<file path="src/rtl/swf_pkg.sv">
package swf_pkg;
   // flag order equals bit position in the low nibble of the state register
   localparam int FLAG_CNT = 4;
   localparam int LM_CNT   = 2;
   localparam int SIG_CNT  = FLAG_CNT - LM_CNT;
   localparam int BYTE_W   = 2 * FLAG_CNT;

   typedef enum logic [1:0] {
      F_LM0  = 2'd0,
      F_LM1  = 2'd1,
      F_SIG0 = 2'd2,
      F_SIG1 = 2'd3
   } flag_idx_e;

   typedef struct packed {
      logic [FLAG_CNT-1:0] en;
      logic [FLAG_CNT-1:0] flag;
   } state_byte_t;
endpackage

</file>
<file path="src/rtl/swf_decode.sv">
module swf_decode #(
   parameter int          ADDR_W    = 16,
   parameter logic [31:0] CMD_ADDR  = 32'h1000,
   parameter logic [31:0] STAT_ADDR = 32'h1001
) (
   input  logic              clk,
   input  logic              rst_n,
   input  logic [ADDR_W-1:0] addr_i,
   input  logic              wr_i,
   input  logic              rd_i,
   output logic              cmd_wr_o,
   output logic              stat_wr_o,
   output logic              cmd_rd_o,
   output logic              stat_rd_o
);
   localparam logic [ADDR_W-1:0] CMD_A  = CMD_ADDR[ADDR_W-1:0];
   localparam logic [ADDR_W-1:0] STAT_A = STAT_ADDR[ADDR_W-1:0];

   if (CMD_A == STAT_A) begin : g_bad_map
      $error("swf_decode: command and state offsets collide");
   end

   logic hit_cmd, hit_stat;
   assign hit_cmd   = (addr_i == CMD_A);
   assign hit_stat  = (addr_i == STAT_A);
   assign cmd_wr_o  = wr_i & hit_cmd;
   assign stat_wr_o = wr_i & hit_stat;
   assign cmd_rd_o  = rd_i & hit_cmd;
   assign stat_rd_o = rd_i & hit_stat;


   sel_onehot_chk: assert property (@(posedge clk) disable iff (!rst_n)
      $onehot0({cmd_wr_o, stat_wr_o, cmd_rd_o, stat_rd_o}) || (wr_i && rd_i));
endmodule

</file>
<file path="src/rtl/swf_flag_cell.sv">
module swf_flag_cell #(
   parameter bit HAS_HIT = 1'b0
) (
   input  logic clk,
   input  logic rst_n,
   input  logic set_i,
   input  logic clr_i,
   input  logic hit_i,
   input  logic en_wr_i,
   input  logic en_d_i,
   output logic flag_o,
   output logic en_o,
   output logic irq_o
);
   logic flag_q, en_q, irq_q, set_any;

   if (HAS_HIT) begin : g_hit
      assign set_any = set_i | hit_i;
   end else begin : g_nohit
      logic unused_hit;
      assign unused_hit = hit_i;
      assign set_any    = set_i;
   end

   always_ff @(posedge clk) begin
      if (!rst_n) begin
         flag_q <= 1'b0;
         en_q   <= 1'b0;
         irq_q  <= 1'b0;
      end else begin
         if (set_any)    flag_q <= 1'b1;
         else if (clr_i) flag_q <= 1'b0;
         if (en_wr_i)    en_q   <= en_d_i;
         irq_q <= en_q & flag_q;
      end
   end

   assign flag_o = flag_q;
   assign en_o   = en_q;
   assign irq_o  = irq_q;


   set_wins_chk: assert property (@(posedge clk) disable iff (!rst_n)
      (set_i && clr_i) |=> flag_q);

   clear_chk: assert property (@(posedge clk) disable iff (!rst_n)
      (clr_i && !set_any) |=> !flag_q);

   hold_chk: assert property (@(posedge clk) disable iff (!rst_n)
      (!set_any && !clr_i) |=> $stable(flag_q));

   irq_rise_chk: assert property (@(posedge clk) disable iff (!rst_n)
      (en_q && flag_q) |=> irq_o);

   irq_fall_chk: assert property (@(posedge clk) disable iff (!rst_n)
      (!en_q || !flag_q) |=> !irq_o);
endmodule

</file>
<file path="src/rtl/swf_readmux.sv">
module swf_readmux #(
   parameter int DATA_W   = 8,
   parameter bit READ_REG = 1'b1
) (
   input  logic              clk,
   input  logic              rst_n,
   input  logic              cmd_rd_i,
   input  logic              stat_rd_i,
   input  logic [DATA_W-1:0] stat_i,
   output logic [DATA_W-1:0] rdata_o
);
   logic [DATA_W-1:0] sel;
   // command register strobes are not stored, so it only contributes zero
   assign sel = stat_rd_i ? stat_i : '0;

   logic unused_cmd;
   assign unused_cmd = cmd_rd_i;

   if (READ_REG) begin : g_reg
      logic [DATA_W-1:0] rdata_q;
      always_ff @(posedge clk) begin
         if (!rst_n) rdata_q <= '0;
         else        rdata_q <= sel;
      end
      assign rdata_o = rdata_q;


      cmd_zero_chk: assert property (@(posedge clk) disable iff (!rst_n)
         cmd_rd_i |=> (rdata_o == '0));

      idle_zero_chk: assert property (@(posedge clk) disable iff (!rst_n)
         !stat_rd_i |=> (rdata_o == '0));
   end else begin : g_comb
      assign rdata_o = sel;
   end
endmodule

</file>
<file path="src/rtl/swint_flag_regs.sv">
module swint_flag_regs
   import swf_pkg::*;
#(
   parameter int          ADDR_W    = 16,
   parameter logic [31:0] CMD_ADDR  = 32'h1000,
   parameter logic [31:0] STAT_ADDR = 32'h1001,
   parameter bit          READ_REG  = 1'b1
) (
   input  logic              clk,
   input  logic              rst_n,
   input  logic [ADDR_W-1:0] io_addr,
   input  logic              io_wr,
   input  logic              io_rd,
   input  logic [7:0]        io_wdata,
   output logic [7:0]        io_rdata,
   input  logic [1:0]        lm_hit,
   output logic [1:0]        irq_sig,
   output logic [1:0]        irq_lm
);
   if (ADDR_W < 2 || ADDR_W > 32) begin : g_bad_aw
      $error("swint_flag_regs: ADDR_W out of range");
   end
   if (BYTE_W != 8) begin : g_bad_bw
      $error("swint_flag_regs: register byte must be 8 bits");
   end

   logic cmd_wr, stat_wr, cmd_rd, stat_rd;
   logic [FLAG_CNT-1:0] flags, ens, irqs;
   state_byte_t state_b;

   swf_decode #(
      .ADDR_W(ADDR_W), .CMD_ADDR(CMD_ADDR), .STAT_ADDR(STAT_ADDR)
   ) u_dec (
      .clk(clk), .rst_n(rst_n), .addr_i(io_addr), .wr_i(io_wr), .rd_i(io_rd),
      .cmd_wr_o(cmd_wr), .stat_wr_o(stat_wr), .cmd_rd_o(cmd_rd), .stat_rd_o(stat_rd)
   );

   for (genvar i = 0; i < FLAG_CNT; i++) begin : g_flag
      logic hit;
      if (i < LM_CNT) begin : g_lm
         assign hit = lm_hit[i];
      end else begin : g_sig
         assign hit = 1'b0;
      end
      swf_flag_cell #(.HAS_HIT(i < LM_CNT)) u_cell (
         .clk(clk), .rst_n(rst_n),
         .set_i(cmd_wr & io_wdata[i+FLAG_CNT]),
         .clr_i(cmd_wr & io_wdata[i]),
         .hit_i(hit),
         .en_wr_i(stat_wr),
         .en_d_i(io_wdata[i+FLAG_CNT]),
         .flag_o(flags[i]),
         .en_o(ens[i]),
         .irq_o(irqs[i])
      );
   end

   assign state_b.en   = ens;
   assign state_b.flag = flags;

   swf_readmux #(.DATA_W(BYTE_W), .READ_REG(READ_REG)) u_rd (
      .clk(clk), .rst_n(rst_n), .cmd_rd_i(cmd_rd), .stat_rd_i(stat_rd),
      .stat_i(state_b), .rdata_o(io_rdata)
   );

   assign irq_lm  = irqs[LM_CNT-1:0];
   assign irq_sig = irqs[FLAG_CNT-1:LM_CNT];


   ro_flags_chk: assert property (@(posedge clk) disable iff (!rst_n)
      (stat_wr && !cmd_wr && lm_hit == '0) |=> $stable(flags));

   hit_sets_chk: assert property (@(posedge clk) disable iff (!rst_n)
      lm_hit[0] |=> flags[0]);

   en_store_chk: assert property (@(posedge clk) disable iff (!rst_n)
      stat_wr |=> (ens == $past(io_wdata[7:4])));
endmodule

</file>
<file path="config.mk">
export PLATFORM = sky130hd
export DESIGN_NAME = swint_flag_regs
export DESIGN_NICKNAME = d
export VERILOG_FILES = /design/src/rtl/swf_pkg.sv /design/src/rtl/swf_decode.sv /design/src/rtl/swf_flag_cell.sv /design/src/rtl/swf_readmux.sv /design/src/rtl/swint_flag_regs.sv
export SDC_FILE = /design/constraint.sdc
export NUM_CORES = 1
export LEC_CHECK = 0
export BUFFER_PORTS_ARGS = -buffer_cell sky130_fd_sc_hd__buf_4
export CORE_UTILIZATION = 45
export DETAILED_ROUTE_END_ITERATION = 8
export PLACE_DENSITY = 0.79
export SYNTH_ARGS = -nofsm -noshare
export SYNTH_HDL_FRONTEND = slang
export SYNTH_SLANG_ARGS = --single-unit
export TNS_END_PERCENT = 100
</file>
<file path="constraint.sdc">
create_clock -name clk -period 2.6 [get_ports clk]
set_clock_uncertainty 0.1 [all_clocks]
set_input_delay 0.13 -clock clk [delete_from_list [all_inputs] [get_ports clk]]
set_output_delay 0.13 -clock clk [all_outputs]
set_load 0.02 [all_outputs]
</file>
# After elaboration in Yosys (flattened, before gate mapping)
# Index checks and enable logic that the tools add are counted.
# classes
n_eq_ne	2
n_mux	8
n_bitwise	17
reduce_logical	5
# op_table
operator	count
16-bit by 13-bit == test with 1-bit output (second input constant)	2
1-bit AND	15
1-bit 2-to-1 mux	8
2-bit nonzero test	4
1-bit OR	2
2-bit AND reduction	1
# word_totals
in_bits	30
register_bits	20

# Depth between registers and ports, before layout
# Gate-level depths: netlist of run 1.
# logic_depth
depth_word	5
depth_mapped	5
mapped_depth_nobuf	4

# By module
# From an unflattened synthesis of run 1, not the netlist that was laid out.
# unflattened
cells_unflattened	68
area_unflattened_um2	783.3
# modules_own_cells
mod	cells_per_inst	seq_area_each_um2	area_each_um2	n_inst
swf_flag_cell (g_flag[0].u_cell ...)	8	60.1	106.4	2
swf_flag_cell (g_flag[2].u_cell ...)	8	60.1	105.1	2
swf_readmux	16	160.2	210.2	1
swf_decode	11	0.0	96.3	1
swint_flag_regs	9	0.0	53.8	1

# Worst setup path after synthesis of run 1
# No wires, ideal clock.
# synth_timing
path_kind	in2reg
start	in io_addr[9]
end	reg g_flag[2].u_cell.flag_q
required_ns	2.384
path_buffers	1
path_stages	5
slack_ns	1.380
setup_time_ns	0.116
arrival_ns	1.003
cell_sequence	nor4_1 > and3_1 > buf_4 > a31oi_1 > a31o_2
# synth_via
elab_chain_len	4
elab_cells_between_ends	6
classes_between	eq/ne: 1; mux: 1; bitwise: 3; reduce/logical: 1
# synth_lines
element	line_no	source
from (decl)	swint_flag_regs.sv:11	input logic [ADDR_W-1:0] io_addr,
16-bit by 13-bit == test with 1-bit output (*)	swf_decode.sv:24	assign hit_cmd = (addr_i == CMD_A);
1-bit AND (*)	swf_decode.sv:26	assign cmd_wr_o = wr_i & hit_cmd;
1-bit AND, on equally long branches	swint_flag_regs.sv:47, swint_flag_regs.sv:48	
1-bit 2-to-1 mux / 2-bit nonzero test (equally long branches)	-	
to (signal assigned)	swf_flag_cell.sv:27	flag_q <= 1'b0;
to (signal assigned)	swf_flag_cell.sv:31	if (set_any) flag_q <= 1'b1;
to (signal assigned)	swf_flag_cell.sv:32	else if (clr_i) flag_q <= 1'b0;
to (decl)	swf_flag_cell.sv:15	logic flag_q, en_q, irq_q, set_any;
# Mark *: on every way between the ends. The rest lies on a longest branch, timed or not.
# A chain may end at the register's enable or synchronous reset.

# Worst setup path in the final report of run 1
# layout_timing
start	in io_addr[9]
end	reg u_rd.g_reg.rdata_q[1], in the netlist u_rd.rdata_o[1]
# layout_via
elab_chain_len	3
# layout_lines
element	line_no	source
16-bit by 13-bit == test with 1-bit output	swf_decode.sv:25	assign hit_stat = (addr_i == STAT_A);
1-bit AND	swf_decode.sv:29	assign stat_rd_o = rd_i & hit_stat;
2-bit AND reduction (no line)	-	
to (signal assigned)	swf_readmux.sv:23	else rdata_q <= sel;
to (decl)	swf_readmux.sv:20	logic [DATA_W-1:0] rdata_q;
# Every way passes these cells.

==> results of run 1 <==
## routing by layer
metal  up-vias  GRT usage
met1       331      0.209
met5         -          0
li1        373          -
met4         0      0.115
met3         2     0.0280
met2        41      0.321
## critical path, cell delays in order
cell	delay (ns)
buf_4	0.11
nor4_1	0.33
nand3_1	0.16
nor3_2	0.43
and2_1	0.20
## path summary, 6_finish.rpt
check,end,slack [ns],cells past startpoint
worst min register to register,u_rd.rdata_o[2],0.39,1
worst max-delay path,u_rd.rdata_o[1],1.38,5
worst max register to register,g_flag[1].u_cell.flag_o,1.76,2
worst min-delay path,g_flag[0].u_cell.en_o,0.02,3
## synth_stat cells (all sizes together)
master,number
and3,5
and2,10
a31oi,2
dfxtp,20
nand4b,1
nor3b,3
nor4b,1
a311oi,2
nor4,3
o21ai,4
nor4bb,1
nand2,4
nand3,5
and4bb,1
inv,1
nor3,1
and4b,1
a21oi,4
a211oi,2
and2b,1
buf,6
a31o,2
## per-stage QoR
| stage | setup slack (ns) | cell area [µm²] |
|---|---|---|
| after CTS | 1.37 | 1160 |
| after detailed placement | 1.09 | 1120 |
| after global routing | 1.28 | 1160 |
| after floorplan | 1.38 | 822 |
| after global placement | 1.10 | 1120 |
| final | 1.38 | 1160 |
## cell type report
| class | instances | area (µm²) | area share |
|---|---|---|---|
| clock buffer | 3 | 22.5 | 0.0194 |
| sequential | 20 | 400 | 0.345 |
| inverter | 1 | 3.75 | 0.00323 |
| multi-input combinational | 53 | 375 | 0.323 |
| tap | 25 | 31.3 | 0.0269 |
| timing repair buffer | 43 | 328 | 0.282 |
## flip-flops by register name, summed over array words and instances (netlist names)
name / count
g_flag.u_cell.en_o: 4
u_rd.rdata_o: 8
g_flag.u_cell.irq_o: 4
g_flag.u_cell.flag_o: 4
## kinds of logic (layout without fill, tap and decap cells)
kind of cell / after synthesis / in the layout
flops: 20 / 20
compound gates: 16 / 16
buf+inv: 7 / 47
simple gates: 37 / 37
## power groups by stage
stage | combinational [mW] | clock, mW | sequential (mW)
2_1_floorplan | 0.0133 | 0 | 0.316
6_report | 0.0581 | 0.137 | 0.310
5_1_grt | 0.0631 | 0.152 | 0.310
3_5_place_dp | 0.0558 | 0 | 0.317
4_1_cts | 0.0582 | 0.141 | 0.310
3_3_place_gp | 0.0545 | 0 | 0.317
==> results.sh, run 1 <==
export IMPL_critPathArrivalTime_ns=1.36
export IMPL_start_kind="input port"
export IMPL_synth_top_cells_by_area="dfxtp_1 49%, and2_1 7.6%, nor4_4 5.2%"
export IMPL_required_ns=2.74
export IMPL_maxSlewHeadroom=0.716
export IMPL_synth_avg_cell_area_um2=10.3
export IMPL_synth_xor_area_frac=0
export IMPL_route_met3_wl_um=133
export IMPL_synthAdderAreaFrac=0
export IMPL_yosysSeqAreaShare=0.487
export IMPL_synth_top_family_by_area="simple AND/OR/NAND/NOR gates"
export IMPL_pwr_share_comb=0.115
export IMPL_cts_root_buffer="clkbuf_4"
export IMPL_swShare=0.209
export IMPL_drive_gt1_frac=0.417
export IMPL_grt_usage=0.184
export IMPL_routedWlPerCell_um=11.7
export IMPL_drt_vias_per_instance=5.15
export IMPL_clkSinkCount=20
export IMPL_crit_path_end_kind="flip-flop"
export IMPL_met1Wirelength_um=683
export IMPL_seq_power_share=0.614
export IMPL_finalCoreUtilization=0.672
export IMPL_syn2layout_area_growth_pct=41.2
export IMPL_power_mw=0.505
export IMPL_grt_max_degree=11
export IMPL_die_x_um=44.7
export IMPL_clkTransAtPathRegs_ns=0.10
export IMPL_crit_type="in -> reg"
export IMPL_die_area_um2=2000
export IMPL_synthMuxAreaShare=0
export IMPL_placed_cells=140
export IMPL_cts_resized=0
export IMPL_min_delay_start="io_wdata[4]"
export IMPL_synth_seq_cells=20
export IMPL_htreeDepth=1
export IMPL_ys_warn_count=0
export IMPL_syn_nets=110
export IMPL_min_path_type="in -> reg"
export IMPL_internal_power_mw=0.399
export IMPL_core_um2=1730
export IMPL_startpoint="io_addr[9]"
export IMPL_synth_compound_area_frac=0.125
export IMPL_io_pins=42
export IMPL_fillCellCount=158
export IMPL_first_pass_iters=4
export IMPL_reg2reg_from="g_flag[1].u_cell.flag_o"
export IMPL_diodes=0
export IMPL_post_cts_buffers=0
export IMPL_fin_crit_sh=0.471
export IMPL_setup_viol=0
export IMPL_irDropWorstVdd_mv=0.225
export IMPL_gr_total_overflow=0
export IMPL_finalSetupTns_ns=0
export IMPL_fp_row_count=15
export IMPL_ant_nets=0
export IMPL_hold_slack_ns=0.0160
export IMPL_maxUsedRoutingLayer="met4"
export IMPL_fmax_mhz=817
export IMPL_ys_types=24
export IMPL_clockPowerShare=0.271
export IMPL_final_nets=152
export IMPL_synth_top_area_frac=0.487
export IMPL_gp_congestion=0.859
export IMPL_min_period_ns=1.22
export IMPL_io_buffer_count=41
export IMPL_clockBufferDepth=2
export IMPL_maxCapViolCount=0
export IMPL_rsz0062_at_grt="false"
export IMPL_final_common_cell="buf_4"
export IMPL_most_common_layout_cells="41 x buf_4, 20 x dfxtp_1, 10 x and2_1, 5 x nand3_1, 5 x and3_1"
export IMPL_worstSkewPairLatency_ns=0.29
export IMPL_detail_route_iter0_violations=13
export IMPL_synth_top_area_cell="dfxtp_1"
export IMPL_dpl_hpwl_um=1350
export IMPL_dr_wl_met2_um=869
export IMPL_switchingPower_mw=0.106
export IMPL_finalWirelength_um=1700
export IMPL_tightest_slew_ns=0.424
export IMPL_stdcell_count=145
export IMPL_worstPathMaxFanout=8
export IMPL_p_leak_nw=0.510
export IMPL_grt_pass1_wl_um=2630
export IMPL_cts_buffers=3
export IMPL_yosys_area_share_simple=0.332
export IMPL_antenna_found_initial=0
export IMPL_syn_cell_area_um2=822
export IMPL_outcome="finished, final reports clean"
export IMPL_drc=0
export IMPL_via_count=747
export IMPL_syn_inst=80
export IMPL_p_per_area_nw_per_um2=435
export IMPL_grt_pass1_vias=644
export IMPL_start_util=0.476
export IMPL_hold_buffers=2
export IMPL_dieHeight_um=44.7
export IMPL_cts_tree="yes"
export IMPL_finalMaxSlewViolations=0
export IMPL_hold_violations=0
Power figures use the tool's default switching activity.
==> run 2: changes to the inputs <==
- ABC_AREA: default -> 1
- CORE_UTILIZATION: 45 -> 39
- PLACE_DENSITY: 0.79 -> 0.73
- clock period: 2.6 -> 1.1 ns (I/O delays scaled with it)
==> results.sh, run 2 <==
export IMPL_outcome="finished, final reports clean"
export IMPL_yosysSeqAreaShare=0.478
export IMPL_irDropWorstVdd_mv=0.497
export IMPL_synth_avg_cell_area_um2=7.41
export IMPL_yosys_top_cells_count="25 x nand2_1, 22 x nor2_1, 20 x dfxtp_1, 20 x inv_1, 8 x nand4_1"
export IMPL_stdcell_count=195
export IMPL_dieHeight_um=48.3
export IMPL_synth_top_cells_by_area="dfxtp_1 48%, nand2_1 11%, nor2_1 9.9%"
export IMPL_critPathArrivalTime_ns=1.12
export IMPL_dpl_cell_area_um2=1160
export IMPL_multi_input_area_um2=327
export IMPL_final_nets=199
export IMPL_synth_seq_cells=20
export IMPL_gr_usage_met2=0.345
export IMPL_detail_route_iter0_violations=11
export IMPL_fmax_mhz=1020
export IMPL_crit_type="in -> reg"
export IMPL_required_ns=1.24
export IMPL_post_cts_buffers=0
export IMPL_diodes=0
export IMPL_finalWirelength_um=1880
export IMPL_via_count=854
export IMPL_finalInstanceArea_um2=1330
export IMPL_antenna_found_initial=0
export IMPL_cts_resized=0
export IMPL_synthAdderAreaFrac=0
export IMPL_io_buffer_count=41
export IMPL_grt_met3_usage=0.0283
export IMPL_synth_most_common_cell="nand2_1"
export IMPL_syn2layout_area_growth_pct=58.3
export IMPL_pwr_share_comb=0.129
export IMPL_fin_crit_sh=0.893
export IMPL_synth_compound_area_frac=0.0239
export IMPL_gp_congestion=0.824
export IMPL_maxCapViolCount=0
export IMPL_yosys_area_share_simple=0.366
export IMPL_dpl_hpwl_um=1390
export IMPL_ant_nets=0
export IMPL_worstSkewPairLatency_ns=0.29
export IMPL_final_common_cell="buf_4"
export IMPL_placed_cells=178
export IMPL_die_area_um2=2340
export IMPL_hold_violations=0
export IMPL_synth_edf_count=0
export IMPL_start_util=0.422
export IMPL_syn_nets=143
export IMPL_min_path_type="in -> reg"
export IMPL_syn_cell_area_um2=837
export IMPL_ys_flop_type="dfxtp_1"
export IMPL_hold_slack_ns=0.0224
export IMPL_grt_max_degree=12
export IMPL_tightest_slew_ns=0.361
export IMPL_ys_warn_count=0
export IMPL_grt_pass1_wl_um=3300
export IMPL_first_pass_iters=4
export IMPL_swShare=0.210
export IMPL_crit_path_frequent_cell="nor2_1"
export IMPL_die_x_um=48.3
export IMPL_drc=0
export IMPL_dp_slack_ns=-0.214
export IMPL_hold_buffers=13
export IMPL_cp_slowest_stage_delay_ns=0.36
export IMPL_switchingPower_mw=0.277
export IMPL_most_common_layout_cells="43 x buf_4, 25 x nand2_1, 22 x nor2_1, 20 x inv_1, 20 x dfxtp_1"
export IMPL_p_leak_nw=0.656
export IMPL_fp_row_count=16
export IMPL_rsz0062_at_grt="false"
export IMPL_power_mw=1.32
export IMPL_finalMaxSlewViolations=0
export IMPL_htreeDepth=1
export IMPL_path_cells="buf_4 -> nor2_1 -> nand2_1 -> nor3_4 -> nand4_4 -> nor2_1"
export IMPL_core_um2=1980
export IMPL_finalSetupTns_ns=0
export IMPL_synth_top_area_frac=0.478
export IMPL_fillCellCount=176
export IMPL_grt_use_met1=0.204
export IMPL_clockPowerShare=0.314
export IMPL_worstPathMaxFanout=8
export IMPL_clockBufferDepth=2
export IMPL_synth_xor_area_frac=0
export IMPL_synth_top_area_cell="dfxtp_1"
export IMPL_finalCoreUtilization=0.669
export IMPL_grt_usage=0.183
export IMPL_largest_reg_flops=8
export IMPL_slowest_stage="nor3_4"
export IMPL_clkTransAtPathRegs_ns=0.11
export IMPL_grt_busiest_layer="met2"
export IMPL_crit_path_end_kind="flip-flop"
export IMPL_ys_types=14
export IMPL_synth_top_family_by_area="simple AND/OR/NAND/NOR gates"
export IMPL_regArea_um2=400
export IMPL_seq_power_share=0.556
export IMPL_grt_pass1_vias=808
export IMPL_routedWlPerCell_um=9.65
export IMPL_min_period_ns=0.982
export IMPL_cts_buffers=3
export IMPL_setup_viol=0
export IMPL_start_kind="input port"
export IMPL_syn_inst=113
export IMPL_gr_total_overflow=0
export IMPL_layout_setup_ws_ns=0.118
export IMPL_synthMuxAreaShare=0
export IMPL_ys_async_sr_fraction=0
export IMPL_drive_gt1_frac=0.310
export IMPL_io_pins=42
export IMPL_internal_power_mw=1.04
export IMPL_drt_vias_per_instance=4.38
export IMPL_clkSinkCount=20
export IMPL_maxSlewHeadroom=0.758
export IMPL_cts_tree="yes"
export IMPL_cts_root_buffer="clkbuf_4"
export IMPL_p_per_area_nw_per_um2=995
-- run 2: final timing paths --
check | startpoint | endpoint | slack (ns) | cells after the start
setup / recovery | io_addr[11] | u_rd.rdata_o[2] | 0.12 | 6
hold / removal | io_wr | g_flag[1].u_cell.en_o | 0.02 | 4
setup reg to reg | g_flag[2].u_cell.flag_o | g_flag[2].u_cell.flag_o | 0.35 | 4
hold reg to reg | g_flag[3].u_cell.flag_o | u_rd.rdata_o[3] | 0.33 | 2
-- run 2: critical path, delay by kind of cell --
family | cells | cell delay (ns)
AND/OR/NAND/NOR | 5 | 0.96
buffers and inverters | 1 | 0.11
-- run 2: area by class of cell --
type,instances,area share
Timing Repair Buffer,56,0.342
Sequential cell,20,0.302
Multi-Input combinational cell,68,0.246
Inverter,20,0.0567
Clock buffer,4,0.0274
Tap cell,27,0.0255
-- run 2: logic make-up (layout without fill, tap and decap cells) --
kind of cell	Yosys count	count (layout)
and+or+nand+nor	64	64
AOI/OAI and AO/OA	4	4
buffers and inverters	25	80
DFF	20	20
-- run 2: layer usage --
metal | vias to the layer above | wire, µm
li1 | 454 | -
met1 | 368 | 747
met2 | 28 | 1030
met3 | 4 | 74
met4 | 0 | 31
met5 | - | 0
-- run 2: power by group through the flow --
| stage | Sequential [mW] | Clock [mW] | Combinational, mW |
|---|---|---|---|
| after floorplan | 0.750 | 0 | 0.0416 |
| after global placement | 0.750 | 0 | 0.130 |
| after detailed placement | 0.750 | 0 | 0.133 |
| after CTS | 0.734 | 0.426 | 0.170 |
| after global routing | 0.735 | 0.462 | 0.187 |
| final | 0.734 | 0.414 | 0.170 |
